===== config.mk =====
export PLATFORM = sky130hd
export DESIGN_NAME = mul_operand_unit
export DESIGN_NICKNAME = d
export VERILOG_FILES = /design/src/rtl/mul_operand_pkg.sv /design/src/rtl/mul_operand_ctrl.sv /design/src/rtl/mul_operand_dp.sv /design/src/rtl/mul_operand_unit.sv
export SDC_FILE = /design/constraint.sdc
export NUM_CORES = 1
export LEC_CHECK = 0
export BUFFER_PORTS_ARGS = -buffer_cell sky130_fd_sc_hd__buf_4
export CAP_MARGIN = 20
export CORE_MARGIN = 2
export CORE_UTILIZATION = 55
export CTS_CLUSTER_SIZE = 14
export DETAILED_ROUTE_END_ITERATION = 8
export HOLD_SLACK_MARGIN = 0.15
export PLACE_DENSITY = 0.83
export SLEW_MARGIN = 20
export SYNTH_ARGS = -nofsm -noshare
export SYNTH_HDL_FRONTEND = slang
export SYNTH_HIERARCHICAL = 1
export SYNTH_SLANG_ARGS = --single-unit

===== constraint.sdc =====
create_clock -name clk -period 8.45 [get_ports clk]
set_input_delay 1.69 -clock clk [delete_from_list [all_inputs] [get_ports clk]]
set_output_delay 1.69 -clock clk [all_outputs]
set_load 0.005 [all_outputs]

===== src/rtl/mul_operand_pkg.sv =====
package mul_operand_pkg;
  typedef struct packed {
    logic loadX;
    logic xFromY;
    logic loadYHi;
    logic loadYLo;
    logic clearYLo;
    logic loadPHi;
    logic loadPLo;
    logic mulUpd;
  } mulStrobes_t;
endpackage


===== src/rtl/mul_operand_ctrl.sv =====
module mul_operand_ctrl
  import mul_operand_pkg::*;
(
  input  logic        xWrEn,
  input  logic        yHiWrEn,
  input  logic        yLoWrEn,
  input  logic        pHiWrEn,
  input  logic        pLoWrEn,
  input  logic        mulEn,
  input  logic        keepLoMode,
  input  logic        squareMode,
  output mulStrobes_t strb
);
  always_comb begin
    strb          = '0;
    // Square mode: a y-high load also feeds x, and overrides a plain x load.
    strb.xFromY   = squareMode && yHiWrEn;
    strb.loadX    = xWrEn || strb.xFromY;
    strb.loadYHi  = yHiWrEn;
    strb.loadYLo  = yLoWrEn;
    // A y-low write in the same cycle beats the clear.
    strb.clearYLo = yHiWrEn && !keepLoMode && !yLoWrEn;
    strb.loadPHi  = pHiWrEn;
    strb.loadPLo  = pLoWrEn;
    strb.mulUpd   = mulEn;
  end
endmodule


===== src/rtl/mul_operand_dp.sv =====
module mul_operand_dp
  import mul_operand_pkg::*;
#(
  parameter int DW = 16,
  parameter int GW = 4
) (
  input  logic            clk,
  input  logic            rstN,
  input  mulStrobes_t     strb,
  input  logic [DW-1:0]   xWrData,
  input  logic [DW-1:0]   yHiWrData,
  input  logic [DW-1:0]   yLoWrData,
  input  logic [DW-1:0]   pHiWrData,
  input  logic [DW-1:0]   pLoWrData,
  output logic [DW-1:0]   xOut,
  output logic [2*DW-1:0] yOut,
  output logic [2*DW-1:0] pOut,
  output logic [2*DW+GW-1:0] yExt,
  output logic [2*DW+GW-1:0] pExt
);
  localparam int PW = 2 * DW;

  logic [DW-1:0] xReg, yHi, yLo, pHi, pLo;
  logic signed [PW-1:0] prod;
  logic [DW-1:0] xNext, pHiNext, pLoNext;

  assign prod = $signed(xReg) * $signed(yHi);

  always_comb begin
    xNext = xReg;
    if (strb.xFromY)     xNext = yHiWrData;
    else if (strb.loadX) xNext = xWrData;
  end

  assign pHiNext = strb.loadPHi ? pHiWrData : (strb.mulUpd ? prod[PW-1:DW] : pHi);
  assign pLoNext = strb.loadPLo ? pLoWrData : (strb.mulUpd ? prod[DW-1:0]  : pLo);

  always_ff @(posedge clk or negedge rstN) begin
    if (!rstN) begin
      xReg <= '0;
      yHi  <= '0;
      yLo  <= '0;
      pHi  <= '0;
      pLo  <= '0;
    end else begin
      xReg <= xNext;
      if (strb.loadYHi)       yHi <= yHiWrData;
      if (strb.loadYLo)       yLo <= yLoWrData;
      else if (strb.clearYLo) yLo <= '0;
      pHi <= pHiNext;
      pLo <= pLoNext;
    end
  end

  assign xOut = xReg;
  assign yOut = {yHi, yLo};
  assign pOut = {pHi, pLo};
  assign yExt = {{GW{yHi[DW-1]}}, yHi, yLo};
  assign pExt = {{GW{pHi[DW-1]}}, pHi, pLo};

  // the low half of p survives a high-half write
  a_r6_p_lo_kept: assert property (@(posedge clk) disable iff (!rstN)
    strb.loadPHi && !strb.loadPLo && !strb.mulUpd |=> $stable(pLo));

  // no update strobe, p holds
  a_r10_p_hold: assert property (@(posedge clk) disable iff (!rstN)
    !strb.loadPHi && !strb.loadPLo && !strb.mulUpd |=> $stable(pOut));
endmodule


===== src/rtl/mul_operand_unit.sv =====
module mul_operand_unit
  import mul_operand_pkg::*;
(
  input  logic        clk,
  input  logic        rstN,
  input  logic        xWrEn,
  input  logic [15:0] xWrData,
  input  logic        yHiWrEn,
  input  logic [15:0] yHiWrData,
  input  logic        yLoWrEn,
  input  logic [15:0] yLoWrData,
  input  logic        pHiWrEn,
  input  logic [15:0] pHiWrData,
  input  logic        pLoWrEn,
  input  logic [15:0] pLoWrData,
  input  logic        mulEn,
  input  logic        keepLoMode,
  input  logic        squareMode,
  output logic [15:0] xOut,
  output logic [31:0] yOut,
  output logic [31:0] pOut,
  output logic [35:0] yExt,
  output logic [35:0] pExt
);
  mulStrobes_t strb;

  mul_operand_ctrl u_ctrl (
    .xWrEn(xWrEn), .yHiWrEn(yHiWrEn), .yLoWrEn(yLoWrEn),
    .pHiWrEn(pHiWrEn), .pLoWrEn(pLoWrEn), .mulEn(mulEn),
    .keepLoMode(keepLoMode), .squareMode(squareMode), .strb(strb)
  );

  mul_operand_dp #(.DW(16), .GW(4)) u_dp (
    .clk(clk), .rstN(rstN), .strb(strb),
    .xWrData(xWrData), .yHiWrData(yHiWrData), .yLoWrData(yLoWrData),
    .pHiWrData(pHiWrData), .pLoWrData(pLoWrData),
    .xOut(xOut), .yOut(yOut), .pOut(pOut), .yExt(yExt), .pExt(pExt)
  );

  // full product lands in p from the pre-edge operands
  a_r1_product: assert property (@(posedge clk) disable iff (!rstN)
    mulEn && !pHiWrEn && !pLoWrEn |=>
      $signed(pOut) == $signed($past(xOut)) * $signed($past(yOut[31:16])));

  // square mode mirrors the y-high load into x
  a_r2_square_copy: assert property (@(posedge clk) disable iff (!rstN)
    squareMode && yHiWrEn |=> xOut == yOut[31:16]);

  // y-high load clears y-low when not kept
  a_r3_clear_lo: assert property (@(posedge clk) disable iff (!rstN)
    yHiWrEn && !keepLoMode && !yLoWrEn |=> yOut[15:0] == 16'h0);

  // y-high load keeps y-low in keep mode
  a_r4_keep_lo: assert property (@(posedge clk) disable iff (!rstN)
    yHiWrEn && keepLoMode && !yLoWrEn |=> $stable(yOut[15:0]));

  // y-low load leaves y-high alone
  a_r5_lo_keeps_hi: assert property (@(posedge clk) disable iff (!rstN)
    yLoWrEn && !yHiWrEn |=> $stable(yOut[31:16]));
endmodule


==> impl_table.tex <==
\begin{tabular}{lr}
\hline
Metric & Value \\
\hline
\multicolumn{2}{l}{\textbf{Run status}} \\
Status & finished, final reports clean \\
\multicolumn{2}{l}{\textbf{Final layout}} \\
Post-synthesis to final-layout area growth & 12.9\% \\
Number of filler cells placed in the layout & approximately 1900 \\
Combined area of the multi-input logic cells & 9770 um2 \\
Final std cells w/o fill & 1871 \\
Number of nets at the end of the flow & 1976 \\
Fraction of layout cells with a size suffix above 1 & 0.186 \\
Diode count & 0 \\
FF+latch area & 2000 um2 \\
\multicolumn{2}{l}{\textbf{GRT}} \\
Wire length of the first global-routing pass & about 58000 um \\
Tot GR Track Use & 0.284 \\
Overall overflow remaining after global route & 0 \\
Vias in the first global route & 11300 \\
Number of antenna violations at the first check in global routing & 0 \\
Largest net degree at the start of global routing & 81 \\
\multicolumn{2}{l}{\textbf{Synth}} \\
Share of synthesized area occupied by flip-flops and latches & 0.147 \\
Leading cell types by total area after synthesis & sky130\_fd\_sc\_hd\_\_fa\_1, sky130\_fd\_sc\_hd\_\_dfrtp\_1, sky130\_fd\_sc\_hd\_\_inv\_1, sky130\_fd\_sc\_hd\_\_ha\_1, sky130\_fd\_sc\_hd\_\_and2\_1 \\
Most used standard cell by instance count after synthesis & sky130\_fd\_sc\_hd\_\_inv\_1 \\
Cell accounting for the most synthesized area & sky130\_fd\_sc\_hd\_\_fa\_1 \\
Synth warnings & 6 \\
Netlist area before placement & around 14000 um2 \\
Cell types with the highest counts after synthesis & sky130\_fd\_sc\_hd\_\_inv\_1, sky130\_fd\_sc\_hd\_\_fa\_1, sky130\_fd\_sc\_hd\_\_nand2\_1 \\
Area share of the largest cell type after synthesis & 0.384 \\
Post-synthesis async set-or-reset flop share & 1.00 \\
Average instance area after synthesis & 9.62 um2 \\
Synth Instances & 1419 \\
Total nets after synthesis & approximately 1900 \\
Primary FF master, synth & sky130\_fd\_sc\_hd\_\_dfrtp\_1 \\
Netlist cell types & 54 \\
Number of enable-type register cells in the synthesized netlist & 0 \\
Synthesis-stage register bit count & 80 \\
\multicolumn{2}{l}{\textbf{Worst hold path}} \\
Worst hold path type & flop to flop \\
\multicolumn{2}{l}{\textbf{Clock network}} \\
Clock latency reported for the late side of the worst-skew pair & 0.35 ns \\
Quantity of hold-fixing buffers added after cts & 0 \\
Clock-pin transition on the worst setup and hold timing paths & 0.07 ns \\
Maximum buffer depth of the clock tree & 2 \\
Clock tree from TritonCTS & yes \\
Post-cts sizing count & 0 \\
Post-CTS Setup Bufs & 0 \\
Number of H-tree levels & 3 \\
Buffer cell driving the clock tree root & sky130\_fd\_sc\_hd\_\_clkbuf\_16 \\
Number of clock sinks & 80 \\
TritonCTS Buffers & 9 \\
\multicolumn{2}{l}{\textbf{Drt}} \\
Count of antenna-violating nets left after detailed routing & 0 \\
DRT Wirelength & 36000 um \\
Vias post-DR & between 10000 and 15000 \\
Routed wirelength normalized by instance count & 19.2 um \\
First-pass iteration count of the detailed router & 5 \\
Post-detailed-route DRC marker count & 0 \\
Post-DR vias/cell & 5.52 \\
First-iteration detailed-routing DRC count & 786 \\
\multicolumn{2}{l}{\textbf{Setup path}} \\
Largest fanout of any net on the critical path & 18 \\
Endpoint kind of the worst setup timing path & flop \\
Critical path type & flop to flop \\
Worst R2R Setup Slack & 1.71 ns \\
CP arrival & 6.98 ns \\
Required @ worst endpoint & 8.68 ns \\
Critical Path Start Type & flop \\
\multicolumn{2}{l}{\textbf{STA}} \\
Max Transition Viols Final & 0 \\
RSZ-0062 raised after global routing & false \\
Post-route clock period utilization & 0.798 \\
Final Hold Vio Count & 0 \\
Setup total negative slack & 0 ns \\
Rel. slew slack & 0.238 \\
Clock Skew & roughly 0.015 ns \\
Transition at the pin with the smallest max-transition slack & approximately 1.1 ns \\
Highest clock frequency the design can meet & 0.148 GHz \\
Final count of negative-setup-slack endpoints & 0 \\
Period minus WS final & 6.74 ns \\
\multicolumn{2}{l}{\textbf{Placed design}} \\
Placed insts & roughly 1900 \\
Count of input and output buffers & $\sim$240 \\
Post-DP HPWL & between 20000 and 30000 um \\
RD Place Congestion & 0.888 \\
\multicolumn{2}{l}{\textbf{Flow run}} \\
Maximum capacitance violations & 0 \\
\multicolumn{2}{l}{\textbf{Floorplan}} \\
Effective utilization at floorplan & 0.561 \\
Number of top-level pins & 242 \\
Core Footprint & 24300 um2 \\
Total number of placement rows & 57 \\
Die X-Extent & 162 um \\
Die area & $\sim$26000 um2 \\
Die span in y & 162 um \\
\hline
\end{tabular}
## critical path, stage by stage, from the launching register on
cell,delay (ns)
sky130_fd_sc_hd__dfrtp_1,0.75
sky130_fd_sc_hd__nand2_1,0.21
sky130_fd_sc_hd__inv_1,0.17
sky130_fd_sc_hd__fa_1,0.56
sky130_fd_sc_hd__fa_1,0.93
sky130_fd_sc_hd__fa_1,0.54
sky130_fd_sc_hd__fa_1,0.50
sky130_fd_sc_hd__fa_1,0.49
sky130_fd_sc_hd__inv_1,0.05
sky130_fd_sc_hd__fa_1,0.48
sky130_fd_sc_hd__inv_1,0.05
sky130_fd_sc_hd__ha_1,0.35
sky130_fd_sc_hd__a21o_1,0.22
sky130_fd_sc_hd__a31o_2,0.26
sky130_fd_sc_hd__nor2_1,0.09
sky130_fd_sc_hd__a21oi_1,0.07
sky130_fd_sc_hd__a21bo_1,0.23
sky130_fd_sc_hd__o22ai_1,0.12
sky130_fd_sc_hd__o41ai_2,0.27
sky130_fd_sc_hd__mux2i_1,0.22
sky130_fd_sc_hd__nand2_1,0.06
## sequential cells by signal, indices dropped and copies added, names as in the netlist
register,count
u_dp/yHi,16
u_dp/pHi,16
u_dp/xOut,16
u_dp/yLo,16
u_dp/pLo,16
## layer usage
| metal | up-vias | part of all wire | routed length, um | global-route usage |
|---|---|---|---|---|
| li1 | 4473 | - | - | - |
| met1 | 5328 | 0.39 | 14000 | 0.361 |
| met2 | 434 | 0.51 | 18500 | 0.494 |
| met3 | 94 | 0.059 | 2120 | 0.0365 |
| met4 | 0 | 0.039 | 1390 | 0.116 |
| met5 | - | 0 | 0 | 0 |
## final cells by class
cell class / count / area share
clock buffer: 10 / 0.0155
clock inverter: 6 / 0.00479
sequential: 80 / 0.130
tap: 324 / 0.0263
multi-input combinational: 918 / 0.634
timing repair buffer: 243 / 0.119
inverter: 290 / 0.0706
## path summary, 6_finish.rpt
| kind | startpoint | end | cells past startpoint |
|---|---|---|---|
| setup / recovery | u_dp/xOut[15] | u_dp/pHi[15] | 20 |
| hold / removal | u_dp/yLo[2] | u_dp/yLo[2] | 1 |
| setup reg to reg | u_dp/xOut[15] | u_dp/pHi[15] | 20 |
| hold reg to reg | u_dp/yLo[2] | u_dp/yLo[2] | 1 |
| max in group asynchronous | rstN | u_dp/xOut[6] | 1 |
| min in group asynchronous | rstN | u_dp/yLo[14] | 1 |
## cells in the final DEF (no fill, tap or decap), drive strengths merged, types with 8 or more instances in the layout
master,n
nand2,159
buf,243
mux2i,33
a211oi,9
nor2,27
xnor2,28
a22oi,8
and2,124
a22o,17
clkbuf,10
mux2,15
a21oi,24
dfrtp,80
ha,82
a21o,18
o21ai,55
fa,262
inv,293
## through the flow
stage | util | cell area [um2] | hold slack, ns | setup WS (ns)
final | 0.634 | 15400 | 0.542 | 1.71
after global routing | 0.634 | 15400 | 0.557 | 1.34
after CTS | 0.633 | 15400 | 0.539 | 1.77
after detailed placement | 0.621 | 15100 | 0.516 | 1.78
after global placement | 0.621 | 15100 | 0.512 | 1.97
after floorplan | - | 13600 | 0.511 | 2.35
## logic make-up after synthesis
| kind of cell | after synthesis | synth area share |
|---|---|---|
| AOI/OAI and AO/OA | 159 | 0.0794 |
| xor gates and xnor gates | 34 | 0.0218 |
| adders and majority gates | 344 | 0.460 |
| buffers and inverters | 421 | 0.137 |
| DFF | 80 | 0.147 |
| muxes | 48 | 0.0366 |
| and+or+nand+nor | 333 | 0.119 |
Power is left out: the tool's default activity adds up to more than one toggle a clock period on the data nets, which glitch-free logic cannot reach.
